[src/rtl/conv_spi_pkg.sv]
package conv_spi_pkg;

  localparam int ADDR_W  = 13;
  localparam int DATA_W  = 8;
  localparam int PRE_W   = 8;
  localparam int CNT_W   = 2;
  localparam int INST_W  = 1 + CNT_W + ADDR_W;
  localparam int CORE_W  = INST_W + DATA_W;
  localparam int FRAME_W = PRE_W + CORE_W;
  localparam int BITS_W  = $clog2(FRAME_W + 1);

  typedef enum logic {ST_IDLE, ST_SHIFT} xfer_state_t;

  // Left-aligned frame: routing byte (optional), flag, count, address, data.
  function automatic logic [FRAME_W-1:0] build_frame(
    input logic              rd,
    input logic              pre_en,
    input logic [PRE_W-1:0]  pre,
    input logic [ADDR_W-1:0] addr,
    input logic [DATA_W-1:0] wdata
  );
    logic [CORE_W-1:0] core;
    core = {rd, {CNT_W{1'b0}}, addr, (rd ? {DATA_W{1'b0}} : wdata)};
    if (pre_en) return {pre, core};
    return {core, {PRE_W{1'b0}}};
  endfunction

  function automatic logic [BITS_W-1:0] frame_bits(input logic pre_en);
    return pre_en ? BITS_W'(FRAME_W) : BITS_W'(CORE_W);
  endfunction

endpackage

[src/rtl/conv_spi_clkdiv.sv]
module conv_spi_clkdiv #(
  parameter int LOW_CYC  = 3,
  parameter int HIGH_CYC = 2
) (
  input  logic clk,
  input  logic rst_n,
  input  logic run,
  output logic sclk,
  output logic evt_rise,
  output logic evt_fall
);
  localparam int PERIOD = LOW_CYC + HIGH_CYC;
  localparam int CW     = $clog2(PERIOD);

  logic [CW-1:0] cnt;

  assign evt_rise = run && (cnt == CW'(LOW_CYC - 1));
  assign evt_fall = run && (cnt == CW'(PERIOD - 1));

  always_ff @(posedge clk or negedge rst_n) begin
    if (!rst_n) begin
      cnt  <= '0;
      sclk <= 1'b0;
    end else if (!run) begin
      cnt  <= '0;
      sclk <= 1'b0;
    end else begin
      cnt <= evt_fall ? '0 : cnt + 1'b1;
      if (evt_rise)      sclk <= 1'b1;
      else if (evt_fall) sclk <= 1'b0;
    end
  end
endmodule

[src/rtl/conv_spi_shifter.sv]
module conv_spi_shifter
  import conv_spi_pkg::*;
(
  input  logic               clk,
  input  logic               rst_n,
  input  logic               load,
  input  logic [FRAME_W-1:0] frame_in,
  input  logic [BITS_W-1:0]  nbits_in,
  input  logic               shift,
  input  logic               sample,
  input  logic               sample_bit,
  output logic               ser_out,
  output logic [BITS_W-1:0]  bits_left,
  output logic               data_phase,
  output logic [DATA_W-1:0]  rx_byte
);
  logic [FRAME_W-1:0] shreg;

  assign ser_out    = shreg[FRAME_W-1];
  assign data_phase = (bits_left != '0) && (bits_left <= BITS_W'(DATA_W));

  always_ff @(posedge clk or negedge rst_n) begin
    if (!rst_n) begin
      shreg     <= '0;
      bits_left <= '0;
      rx_byte   <= '0;
    end else if (load) begin
      shreg     <= frame_in;
      bits_left <= nbits_in;
      rx_byte   <= '0;
    end else begin
      if (shift) begin
        shreg     <= {shreg[FRAME_W-2:0], 1'b0};
        bits_left <= bits_left - 1'b1;
      end
      if (sample && data_phase) rx_byte <= {rx_byte[DATA_W-2:0], sample_bit};
    end
  end
endmodule

[src/rtl/conv_spi_csdec.sv]
module conv_spi_csdec #(
  parameter int NS = 3,
  parameter int IW = 2
) (
  input  logic [IW-1:0] sel,
  input  logic          active,
  output logic [NS-1:0] cs_n
);
  for (genvar i = 0; i < NS; i++) begin : g_cs
    assign cs_n[i] = !(active && (sel == IW'(i)));
  end
endmodule

[src/rtl/conv_spi_master.sv]
module conv_spi_master
  import conv_spi_pkg::*;
#(
  parameter int NUM_SLV   = 3,
  parameter int SCLK_LOW  = 3,
  parameter int SCLK_HIGH = 2,
  localparam int SEL_W    = (NUM_SLV > 1) ? $clog2(NUM_SLV) : 1
) (
  input  logic               clk,
  input  logic               rst_n,
  input  logic               req_valid,
  input  logic               req_read,
  input  logic               req_three_wire,
  input  logic               req_pre_en,
  input  logic [PRE_W-1:0]   req_pre_byte,
  input  logic [ADDR_W-1:0]  req_addr,
  input  logic [DATA_W-1:0]  req_wdata,
  input  logic [SEL_W-1:0]   req_slave,
  output logic               busy,
  output logic               done,
  output logic [DATA_W-1:0]  rdata,
  output logic               sclk,
  output logic [NUM_SLV-1:0] cs_n,
  output logic               mosi,
  input  logic               miso,
  output logic               sdio_out,
  output logic               sdio_oe,
  input  logic               sdio_in
);
  xfer_state_t state;
  logic             xfer_read, xfer_3w;
  logic [SEL_W-1:0] xfer_sel;

  // Named internal events, also used by the checker.
  logic              accept, finish, evt_rise, evt_fall;
  logic              ser_out, data_phase, sample_bit;
  logic [BITS_W-1:0] bits_left;
  logic [DATA_W-1:0] rx_byte;

  assign busy       = (state == ST_SHIFT);
  assign accept     = req_valid && !busy;
  assign finish     = busy && evt_fall && (bits_left == BITS_W'(1));
  assign sample_bit = xfer_3w ? sdio_in : miso;

  conv_spi_clkdiv #(.LOW_CYC(SCLK_LOW), .HIGH_CYC(SCLK_HIGH)) u_div (
    .clk(clk), .rst_n(rst_n), .run(busy),
    .sclk(sclk), .evt_rise(evt_rise), .evt_fall(evt_fall)
  );

  conv_spi_shifter u_shf (
    .clk(clk), .rst_n(rst_n),
    .load(accept),
    .frame_in(build_frame(req_read, req_pre_en, req_pre_byte, req_addr, req_wdata)),
    .nbits_in(frame_bits(req_pre_en)),
    .shift(busy && evt_fall),
    .sample(busy && evt_rise && xfer_read),
    .sample_bit(sample_bit),
    .ser_out(ser_out), .bits_left(bits_left),
    .data_phase(data_phase), .rx_byte(rx_byte)
  );

  conv_spi_csdec #(.NS(NUM_SLV), .IW(SEL_W)) u_cs (
    .sel(xfer_sel), .active(busy), .cs_n(cs_n)
  );

  assign mosi     = busy && ser_out;
  assign sdio_out = mosi;
  assign sdio_oe  = busy && xfer_3w && !(xfer_read && data_phase);

  always_ff @(posedge clk or negedge rst_n) begin
    if (!rst_n) begin
      state     <= ST_IDLE;
      xfer_read <= 1'b0;
      xfer_3w   <= 1'b0;
      xfer_sel  <= '0;
      done      <= 1'b0;
      rdata     <= '0;
    end else begin
      done <= finish;
      if (accept) begin
        state     <= ST_SHIFT;
        xfer_read <= req_read;
        xfer_3w   <= req_three_wire;
        xfer_sel  <= req_slave;
      end else if (finish) begin
        state <= ST_IDLE;
        rdata <= xfer_read ? rx_byte : '0;
      end
    end
  end
endmodule

[config.mk]
export PLATFORM = sky130hd
export DESIGN_NAME = conv_spi_master
export DESIGN_NICKNAME = d
export VERILOG_FILES = /design/src/rtl/conv_spi_pkg.sv /design/src/rtl/conv_spi_clkdiv.sv /design/src/rtl/conv_spi_shifter.sv /design/src/rtl/conv_spi_csdec.sv /design/src/rtl/conv_spi_master.sv
export SDC_FILE = /design/constraint.sdc
export NUM_CORES = 1
export LEC_CHECK = 0
export BUFFER_PORTS_ARGS = -buffer_cell sky130_fd_sc_hd__buf_2
export CORE_AREA = 2 2 81 83
export CTS_CLUSTER_DIAMETER = 80
export CTS_CLUSTER_SIZE = 14
export DETAILED_ROUTE_END_ITERATION = 10
export DIE_AREA = 0 0 83 85
export GPL_TIMING_DRIVEN = 0
export PLACE_DENSITY = 0.72
export SLEW_MARGIN = 20
export SYNTH_ARGS = -nofsm -noshare
export SYNTH_HDL_FRONTEND = slang
export SYNTH_SLANG_ARGS = --single-unit
export TNS_END_PERCENT = 20
[constraint.sdc]
create_clock -name clk -period 3 [get_ports clk]
set_input_delay 0.45 -clock clk [delete_from_list [all_inputs] [get_ports clk]]
set_output_delay 0.45 -clock clk [all_outputs]
set_load 0.005 [all_outputs]
# Word-level counts from Yosys, hierarchy flattened
# Index checks and enable logic that the tools add are counted.
# W data, S select, Z words.
[word_totals] output_inout_bits=17 rom_bits=0 ram_bits=0 input_bits=39 latch_bits=0 register_bits=64 n_memories=0
[classes] div_mod_pow=0 reduce_logical=27 mul=0 eq_ne=6 n_lt_le_gt_ge=1 n_addsub=2 n_bitwise=1 shift=0 n_mux=20
[op_table] operator="$mux W32" count=4
[op_table] operator="$mux W8" count=4
[op_table] operator="$mux W6" count=3
[op_table] operator="$logic_and A1 B1 Y1" count=16
[op_table] operator="$mux W1" count=7
[op_table] operator="$eq A6 B1 Y1 const B" count=1
[op_table] operator="$le A6 B4 Y1 const B" count=1
[op_table] operator="$mux W3" count=2
[op_table] operator="$reduce_bool A2 Y1" count=3
[op_table] operator="$reduce_bool A6 Y1" count=1
[op_table] operator="$sub A6 B1 Y6 const B" count=1
[op_table] operator="$logic_not A1 Y1" count=5
[op_table] operator="$add A3 B1 Y3 const B" count=1
[op_table] operator="$eq A3 B2 Y1 const B" count=1
[op_table] operator="$eq A3 B3 Y1 const B" count=1
[op_table] operator="$ne A3 B1 Y1 const B" count=1
[op_table] operator="$eq A2 B1 Y1 const B" count=1
[op_table] operator="$eq A2 B2 Y1 const B" count=1
[op_table] operator="$logic_not A2 Y1" count=1
[op_table] operator="$reduce_and A2 Y1" count=1
[op_table] operator="$not A1 Y1" count=1

# Depth between registers and ports, before layout
# Gate-level depths: netlist (run 1).
[logic_depth] ltp_word=7 depth_mapped=8 depth_no_buf=6

# Hierarchy
# Synthesis (run 1) repeated with hierarchy kept, for this count alone.
[hier_totals] cells_unflattened=324 hier_area_um2=3353.2
[by_module_without_submodules] module="conv_spi_shifter" cells_each=205 area_per_inst_um2=2163.3 n_inst=1
[by_module_without_submodules] module="conv_spi_master" cells_each=97 area_per_inst_um2=953.4 n_inst=1
[by_module_without_submodules] module="conv_spi_clkdiv" cells_each=19 area_per_inst_um2=212.7 n_inst=1
[by_module_without_submodules] module="conv_spi_csdec" cells_each=3 area_per_inst_um2=23.8 n_inst=1

# Worst setup path before layout (run 1)
# No wires, ideal clock.
[synth_timing] path_type="reg2reg" start="register u_shf.bits_left[1]" end="register rdata[4]" n_path_buf=2 synth_period_minus_slack_ns=1.833 setup_ns=0.117 t_arrival_ns=1.716 setup_slack_ns=1.167 stages_incl_launch_ff=9 cell_sequence="dfrtp_1 > inv_1 > ha_1 > or3b_1 > or4_1 > buf_2 > buf_6 > nand2_1 > o21ai_2"
[synth_between] elab_chain_len=3
[synth_lines] item="start, declared" line="conv_spi_shifter.sv:13" source="output logic [BITS_W-1:0] bits_left,"
[synth_lines] item="start signal, assigned" line="conv_spi_shifter.sv:29" source="bits_left <= nbits_in;"
[synth_lines] item="start signal, assigned" line="conv_spi_shifter.sv:34" source="bits_left <= bits_left - 1'b1;"
[synth_lines] item="$eq A6 B1 Y1" line="conv_spi_master.sv:42" source="assign finish = busy && evt_fall && (bits_left == BITS_W'(1));"
[synth_lines] item="$logic_and A1 B1 Y1" line="conv_spi_master.sv:42"
[synth_lines] item="$reduce_and A2 Y1 (no line)"
[synth_lines] item="end signal, assigned" line="conv_spi_master.sv:87" source="rdata <= xfer_read ? rx_byte : '0;"
[synth_lines] item="end, declared" line="conv_spi_master.sv:21" source="output logic [DATA_W-1:0] rdata,"
# No other way between the ends.
# A chain may end at the register's enable or synchronous reset.

# Final worst setup path (run 1)
[layout_timing] start="register state, in the netlist busy" end="output sdio_out"
[layout_between] elab_chain_len=1
[layout_lines] item="start, declared" line="conv_spi_master.sv:30" source="xfer_state_t state;"
[layout_lines] item="start signal, assigned" line="conv_spi_master.sv:72" source="state <= ST_IDLE;"
[layout_lines] item="start signal, assigned" line="conv_spi_master.sv:81" source="state <= ST_SHIFT;"
[layout_lines] item="start signal, assigned" line="conv_spi_master.sv:86" source="state <= ST_IDLE;"
[layout_lines] item="$logic_and A1 B1 Y1" line="conv_spi_master.sv:66" source="assign mosi = busy && ser_out;"
[layout_lines] item="end, declared" line="conv_spi_master.sv:26" source="output logic sdio_out,"
# No other way between the ends.

==> impl_metrics.toml, run 1 <==
[setup_path]
max_stage_delay_ns = 0.49
path_delay_family = "buffers and inverters"
worst-setup-path-type = "register to output pin"
worst-endpoint-required_ns = 2.55
crit_top_cell = "clkbuf_1"
critPathMaxFanout = 10
worstSetupEndpointType = "output pin"
arrival_ns = 2.07
cpMaxStageDelayCell = "dfrtp_1"
cp_num_buf_inv = 4
cp-start-kind = "register"
path_cells = "clkbuf_1 -> clkbuf_1 -> and2_1 -> buf_4 -> buf_2"
reg2reg_slack_ns = 0.96

[routing]
first_pass_iters = 5
initialDrtViolationCount = 174
num_vias = 2777
vias_per_cell = 5.532
drcViolationCount = 0
wl_per_cell_um = 14.83
finalWirelength_um = 7443
final_antenna_net_count = 0

[cells_and_area]
synthToLayoutAreaGrowth_pct = 20.25
instances_no_fill = 502
drive_gt1_frac = 0.2024
diodes = 0
final_nets = 465
final_util = 0.6227
final_area_um2 = 3864

[die]
core_area_um2 = 6205
die_x_um = 83
start_util = 0.5178
io_pins = 56
die_h_um = 85
rows = 29
die_area_um2 = 7055

[logic_synthesis]
synth-edff-count = 0
ys.flop_type = "dfrtp_1"
synthesis.nets = 399
syn_inst = 354
syn_area_um2 = 3213
yosysSeqAreaShare = 0.4984
synth_cell_type_count = 41
ys_async_sr_fraction = 1.000
synth_area_per_cell_um2 = 9.077
ys.warnings.count = 0
ys_ff_latch = 64

[global_route]
grt_usage = 0.2257
grt_pass1_vias = 2703
grt_start_max_net_pins = 47
overflow = 0
antenna_found_initial = 0
grt_pass1_wl_um = 12750

[clock_network]
postCtsSetupRepairBufs = 0
cts_tree = "yes"
cts-root-buf = "clkbuf_8"
cts_buffer_depth = 2
cts_buffers = 9
cts_sinks = 64
clk_pin_slew_worst_paths_ns = 0.08
insertion_delay_ns = 0.35
htree_levels = 3
holdBufCountCts = 1
cts_resized = 0

[run_status]
status = "complete, no violations"

[timing]
skew_ns = 0.01383
setup_ws_ns = 0.4799
setup_viol = 0
worst_pin_slew_ns = 0.8527
period_share = 0.8400
fin_setup_tns_ns = 0
fmax_mhz = 396.8
relSlewSlack = 0.4303
period_needed_ns = 2.520
slew_violations = 0
hold_violations = 0
rsz0062_at_grt = "false"

[power_and_ir_drop]
leakage_nw = 1.821
vdd_drop_max_mv = 0.5254
p_per_area_nw_per_um2 = 852.4

[place]
placed_cell_area_um2 = 3605
io_buffers = 53
hpwl_um = 5383
gp_congestion = 0.8547
dp.cells = 485
dp_slack_ns = 0.8224

[flow_run]
max-cap-violations = 0

[min_path]
min_path_type = "primary input to register"
==> cell usage after synthesis, types with 2 or more instances <==
cell      count  area, um^2
dfrtp_1      64        1602
nand2_1      61       229.0
nor2_1       39       146.4
o21ai_0      25       125.1
a21oi_1      23       115.1
mux2i_1      16       160.2
clkbuf_1     14       52.55
a221oi_1     13       113.9
and3_1        8       50.05
buf_2         8       40.04
nand3_1       8       40.04
inv_1         7       26.28
o21ai_1       7       35.03
ha_1          6       75.07
nor2b_1       6       37.54
buf_1         4       15.01
nor3b_1       4       30.03
xnor2_1       4       35.03
a22o_1        3       26.28
a31oi_1       3       18.77
and2_1        3       18.77
nand2b_1      3       18.77
nor4_1        3       18.77
mux2_2        2       22.52
nand3b_1      2       15.01
o21a_1        2       15.01
o21ai_2       2       17.52
==> cell usage in the layout, fill, tap and decap left out, types with 2 or more instances in the layout <==
| cell type | netlist | routed |
|---|---|---|
| nand3b_1 | 2 | 2 |
| a221oi_1 | 13 | 13 |
| and3_1 | 8 | 8 |
| o21ai_2 | 2 | 2 |
| o21ai_1 | 7 | 7 |
| clkbuf_8 | 0 | 9 |
| inv_6 | 0 | 3 |
| nor4_1 | 3 | 3 |
| dfrtp_1 | 64 | 64 |
| buf_4 | 1 | 2 |
| nor2b_1 | 6 | 6 |
| nor2_1 | 39 | 39 |
| a21oi_1 | 23 | 23 |
| o21ai_0 | 25 | 25 |
| buf_2 | 8 | 60 |
| nand3_1 | 8 | 8 |
| nor3b_1 | 4 | 4 |
| xnor2_1 | 4 | 4 |
| nand2b_1 | 3 | 3 |
| mux2_2 | 2 | 2 |
| mux2i_1 | 16 | 16 |
| ha_1 | 6 | 6 |
| and2_1 | 3 | 3 |
| inv_1 | 7 | 7 |
| clkbuf_1 | 14 | 14 |
| buf_1 | 4 | 4 |
| a22o_1 | 3 | 3 |
| nand2_1 | 61 | 61 |
| o21a_1 | 2 | 2 |
| a31oi_1 | 3 | 3 |
| bufinv_16 | 0 | 3 |
==> routing by layer <==
metal  vias to the layer above  global-route usage  part of all wire
li1                       1358                   -                 -
met1                      1300              0.3075              0.46
met2                       108              0.3556              0.46
met3                        11             0.04767             0.071
met4                         0             0.09091             0.010
met5                         -                   0                 0
==> registers in the layout, indices dropped and copies added, names as in the netlist <==
name and count:
rdata 8, u_shf.shreg 32, done 1, xfer_read 1, busy 1, xfer_sel 2, u_div.cnt 3, u_div.sclk 1
u_shf.bits_left 6, u_shf.rx_byte 8, xfer_3w 1
==> power breakdown <==
| group | leakage (nW) | switching [mW] | internal, mW |
|---|---|---|---|
| Sequential | 0.780 | 0.228 | 1.19 |
| Clock | 0.125 | 0.369 | 0.562 |
| Combinational | 0.917 | 0.510 | 0.439 |
==> through the flow <==
step,total power [mW],hold WS (ns)
floorplan,2.070,0.1544
finish,3.293,0.2939
global placement,2.326,0.4589
detailed placement,2.378,0.3474
global route,3.545,0.2902
CTS,3.315,0.2883
==> cell families after synthesis <==
group,Yosys count,synth area share
buffers and inverters,35,0.04751
adder cells (fa/ha/maj),6,0.02336
AND/OR/NAND/NOR,144,0.2052
XOR/XNOR,4,0.01090
flip-flops,64,0.4984
multiplexers,18,0.05685
AO/OA/AOI/OAI,83,0.1577
==> tightest hold or removal path, delay by kind of cell <==
| kind | cells | cell delay [ns] |
|---|---|---|
| AND/OR/NAND/NOR | 2 | 0.09 |
| buffers and inverters | 1 | 0.07 |
==> path summary, 6_finish.rpt <==
path | cells after the start | start | end
max reg2reg | 7 | u_shf.bits_left[0]$_DFFE_PN0P_ | u_shf.rx_byte[6]$_DFFE_PN0P_
min in group asynchronous | 2 | rst_n | rdata[3]$_DFFE_PN0P_
max in group asynchronous | 3 | rst_n | u_shf.rx_byte[1]$_DFFE_PN0P_
min | 3 | req_slave[0] | xfer_sel[0]$_DFFE_PN0P_
min reg2reg | 2 | u_shf.shreg[31]$_DFFE_PN0P_ | u_shf.shreg[31]$_DFFE_PN0P_
max | 5 | busy$_DFFE_PN0P_ | sdio_out
==> area by class of cell <==
type                            instances  area (um^2)
Multi-Input combinational cell        255         1459
Buffer                                 28        126.4
Clock buffer                            9        123.9
Sequential cell                        64         1602
Timing Repair Buffer                   55        305.3
Tap cell                               77        96.34
Clock inverter                          7        125.1
Inverter                                7        26.28
Fill cell                             535         2341
No activity file was read; power rests on OpenSTA's default activity.
==> run 2, diff against run 1 <==
- clock period: 3 -> 2.6 ns (I/O delays scaled with it)
==> run 2 against run 1 <==
  * Total power grew 15%
  * Cell count is the same
  * Design area is essentially flat
  * Sequential share of layout area is essentially flat
  * Clock skew shrank 0.00086 ns
  * Routed wire length grew 0.23%
  * Flip-flop and latch count is the same
  * Clock power grew 16%
  * Non-clock buffer count is the same
  * Worst setup slack lost 0.34 ns
  * Register-to-register slack lost 0.40 ns
  * Via count shrank 0.40%
  * Critical endpoint is now sdio_oe
==> impl_metrics.toml, run 2 (synthesis results as in run 1) <==
[cells_and_area]
multi_input_area_um2 = 1459
nFillCells = 534
reg_top3 = "u_shf.shreg: 32 flops, rdata: 8 flops, u_shf.rx_byte: 8 flops"
layout_common_cells = "64 x dfrtp_1, 61 x nand2_1, 60 x buf_2, 39 x nor2_1, 25 x o21ai_0"
synthToLayoutAreaGrowth_pct = 20.29
final_nets = 465
drive_gt1_frac = 0.2047
largest_reg_flops = 32
layout_commonest_cell = "dfrtp_1"
register_area_um2 = 1602
final_util = 0.6229
diodes = 0
top_register = "u_shf.shreg"

[clock_network]
htree_levels = 3
insertion_delay_ns = 0.36
cts_tree = "yes"
cts_sinks = 64
postCtsSetupRepairBufs = 0
cts_buffer_depth = 2
cts_buffers = 9
clk_pin_slew_worst_paths_ns = 0.07
cts-root-buf = "clkbuf_8"

[die]
die_x_um = 83
start_util = 0.5178
die_h_um = 85
rows = 29
io_pins = 56
core_area_um2 = 6205
die_area_um2 = 7055

[place]
io_buffers = 53
hpwl_um = 5383
gp_congestion = 0.8547

[setup_path]
critPathMaxFanout = 8
arrival_ns = 2.07
worstSetupEndpointType = "output pin"
cp-start-kind = "register"
worst-setup-path-type = "register to output pin"
worst-endpoint-required_ns = 2.21

[routing]
initialDrtViolationCount = 174
num_vias = 2766
first_pass_iters = 5
vias_per_cell = 5.510
final_antenna_net_count = 0
wl_per_cell_um = 14.86
finalWirelength_um = 7460
drcViolationCount = 0

[timing]
fin_setup_tns_ns = 0
fmax_mhz = 406.0
period_needed_ns = 2.463
setup_viol = 0
worst_pin_slew_ns = 0.8547
slew_violations = 0
period_share = 0.9473
hold_ws_ns = 0.2293
rsz0062_at_grt = "false"
skew_ns = 0.01296
relSlewSlack = 0.4290
hold_violations = 0

[power_and_ir_drop]
leakage_nw = 1.824
p_per_area_nw_per_um2 = 983.3
vdd_drop_max_mv = 0.6053

[global_route]
antenna_found_initial = 0
overflow = 0
grt_pass1_vias = 2703
grt_usage = 0.2257
grt_start_max_net_pins = 47
grt_pass1_wl_um = 12750

[flow_run]
max-cap-violations = 0

[min_path]
min_path_type = "primary input to register"

[run_status]
status = "complete, no violations"
-- run 2: cell counts in the layout (fill, tap and decap cells not counted) --
Identical to the previous run, type by type.
-- run 2: final timing paths --
check                                          startpoint                              to  slack [ns]  cells after the start
setup / recovery           u_shf.bits_left[0]$_DFFE_PN0P_                         sdio_oe        0.14                      6
hold / removal                               req_slave[0]         xfer_sel[0]$_DFFE_PN0P_        0.23                      3
setup reg to reg           u_shf.bits_left[0]$_DFFE_PN0P_    u_shf.rx_byte[6]$_DFFE_PN0P_        0.56                      7
hold reg to reg               u_shf.shreg[31]$_DFFE_PN0P_     u_shf.shreg[31]$_DFFE_PN0P_        0.48                      2
max in group asynchronous                           rst_n  u_shf.bits_left[4]$_DFFE_PN0P_        1.65                      3
min in group asynchronous                           rst_n            rdata[3]$_DFFE_PN0P_        0.44                      2
-- run 2: cell type report --
| class | instances | share of cell area |
|---|---|---|
| Buffer | 28 | 0.03302 |
| Clock buffer | 9 | 0.03205 |
| Clock inverter | 7 | 0.03237 |
| Inverter | 7 | 0.006798 |
| Multi-Input combinational cell | 255 | 0.3775 |
| Sequential cell | 64 | 0.4144 |
| Tap cell | 77 | 0.02493 |
| Timing Repair Buffer | 55 | 0.07899 |
-- run 2: routing by layer --
metal  GRT usage  vias to the layer above  part of all wire
met5           0                        -                 0
met4     0.09091                        0             0.011
met3     0.04767                        9             0.073
met2      0.3556                      105              0.46
met1      0.3075                     1296              0.46
li1            -                     1356                 -
-- run 2: what timing repair did --
action / 4_1_cts / 5_1_grt
setup endpoints to repair: 0 / 2
hold buffers: 1 / 0
hold endpoints to repair: 18 / 0
resized for setup: 0 / 2
-- run 2: report_power, final --
| group | total (mW) | switching (mW) | internal (mW) |
|---|---|---|---|
| sequential | 1.63 | 0.262 | 1.37 |
| clock | 1.08 | 0.428 | 0.648 |
| combinational | 1.09 | 0.587 | 0.506 |
| total | 3.80 | 1.28 | 2.52 |
-- run 2: worst max-delay path: stages, from the launching register on --
cell and delay, ns:
dfrtp_1 0.47, inv_1 0.10, ha_1 0.19, nor2b_1 0.13, xnor2_1 0.49, a31oi_1 0.17
buf_2 0.16
-- run 2: per-stage QoR --
step | total power [mW] | worst slack (ns) | cell area [um^2] | cells
3_5_place_dp | 2.744 | 0.4824 | 3605 | 485
2_1_floorplan | 2.388 | 0.7666 | 3213 | 354
5_1_grt | 4.090 | 0.01254 | 3865 | 502
4_1_cts | 3.826 | 0.1022 | 3864 | 502
3_3_place_gp | 2.683 | 0.5060 | 3575 | 484
6_report | 3.800 | 0.1370 | 3865 | 502
==> run 3, diff against run 2 <==
- CORE_AREA: 2 2 81 83 -> 4 4 83 85
- DIE_AREA: 0 0 83 85 -> 0 0 87 89
==> run 3 against run 2 <==
  * Sequential power about the same
  * Highest routed layer unchanged
  * Combinational power about the same
  * Non-clock buffer count unchanged
  * Design area down 0.16%
  * Largest power group unchanged
==> impl_metrics.toml, run 3 (synthesis results as in run 1) <==
[routing]
wl_per_cell_um = 15.46
first_pass_iters = 4
finalWirelength_um = 7763
initialDrtViolationCount = 129
final_antenna_net_count = 0
num_vias = 2774
drcViolationCount = 0
vias_per_cell = 5.526

[timing]
skew_ns = 0.004759
setup_ws_ns = 0.3209
period_needed_ns = 2.279
relSlewSlack = 0.4800
period_share = 0.8766
worst_pin_slew_ns = 0.7783
rsz0062_at_grt = "false"
fmax_mhz = 438.8
hold_violations = 0
hold_ws_ns = 0.2435
slew_violations = 0
setup_viol = 0
fin_setup_tns_ns = 0

[clock_network]
cts_buffer_depth = 2
cts_tree = "yes"
cts_sinks = 64
clk_pin_slew_worst_paths_ns = 0.07
insertion_delay_ns = 0.34
cts_buffers = 9
htree_levels = 3
postCtsSetupRepairBufs = 0
cts-root-buf = "clkbuf_8"

[run_status]
status = "complete, no violations"

[die]
io_pins = 56
die_x_um = 87
core_area_um2 = 6205
die_area_um2 = 7743
start_util = 0.5178
die_h_um = 89
rows = 29

[place]
dp.cells = 485
gp_congestion = 0.9116
io_buffers = 53
dp_slack_ns = 0.5097
hpwl_um = 5584

[setup_path]
critPathMaxFanout = 8
worstSetupEndpointType = "output pin"
worst-setup-path-type = "register to output pin"
arrival_ns = 1.89
worst-endpoint-required_ns = 2.21
cp-start-kind = "register"

[global_route]
overflow = 0
grt_usage = 0.2176
grt_pass1_vias = 2754
grt_pass1_wl_um = 13020
antenna_found_initial = 0
grt_start_max_net_pins = 42

[cells_and_area]
reg_top3 = "u_shf.shreg: 32 flops, rdata: 8 flops, u_shf.rx_byte: 8 flops"
final_nets = 465
instances_no_fill = 502
final_util = 0.6219
drive_gt1_frac = 0.2071
largest_reg_flops = 32
diodes = 0
layout_commonest_cell = "dfrtp_1"
synthToLayoutAreaGrowth_pct = 20.09
nFillCells = 531
layout_common_cells = "64 x dfrtp_1, 61 x nand2_1, 60 x buf_2, 39 x nor2_1, 25 x o21ai_0"
top_register = "u_shf.shreg"

[min_path]
min_path_type = "primary input to register"

[power_and_ir_drop]
p_per_area_nw_per_um2 = 989.0
leakage_nw = 1.816
vdd_drop_max_mv = 0.5415

[flow_run]
max-cap-violations = 0
## run 3: final cells by class
cell class | count | area (um^2) | area share
flip-flops and latches | 64 | 1602 | 0.4150
multi-input cells | 255 | 1466 | 0.3800
repair buffers | 55 | 297.8 | 0.07717
plain buffers | 28 | 127.6 | 0.03307
clock buffers | 9 | 123.9 | 0.03210
clock inverters | 7 | 118.9 | 0.03080
well taps | 77 | 96.34 | 0.02497
inverters | 7 | 26.28 | 0.006809
## run 3: power breakdown
group	switching, mW	total [mW]	internal [mW]
Combinational	0.603	1.12	0.516
Clock	0.419	1.06	0.638
Sequential	0.271	1.64	1.37
Total	1.29	3.82	2.52
## run 3: final timing paths
kind | start | endpoint | slack (ns) | cells past startpoint
setup reg to reg | u_shf.bits_left[1]$_DFFE_PN0P_ | rdata[5]$_DFFE_PN0P_ | 0.57 | 8
min in group asynchronous | rst_n | u_shf.bits_left[2]$_DFFE_PN0P_ | 0.48 | 2
hold reg to reg | rdata[7]$_DFFE_PN0P_ | rdata[7]$_DFFE_PN0P_ | 0.48 | 2
setup / recovery | u_shf.bits_left[0]$_DFFE_PN0P_ | sdio_oe | 0.32 | 6
hold / removal | req_slave[0] | xfer_sel[0]$_DFFE_PN0P_ | 0.24 | 3
max in group asynchronous | rst_n | u_shf.shreg[19]$_DFFE_PN0P_ | 1.60 | 3
## run 3: repair_timing
action,4_1_cts,5_1_grt
hold endpoints to repair,23,0
setup endpoints to repair,0,2
hold buffers,1,0
gates resized for setup,0,3
## run 3: worst max-delay path, stage by stage (launching register included)
cell     delay [ns]
dfrtp_1        0.45
inv_1          0.09
ha_1           0.20
nor2b_1        0.15
xnor2_2        0.33
a31oi_1        0.16
buf_2          0.16
## run 3: stage by stage
step                      area (um^2)  total power [mW]
after global routing             3859             4.084
after floorplan                  3213             2.388
after global placement           3575             2.684
after detailed placement         3597             2.749
final                            3859             3.816
after CTS                        3850             3.809
## run 3: routing by layer
| layer | routed length (um) | global-route usage |
|---|---|---|
| met1 | 3481 | 0.2924 |
| met2 | 3618 | 0.3382 |
| met3 | 506 | 0.04240 |
| met4 | 156 | 0.1076 |
| met5 | 0 | 0 |
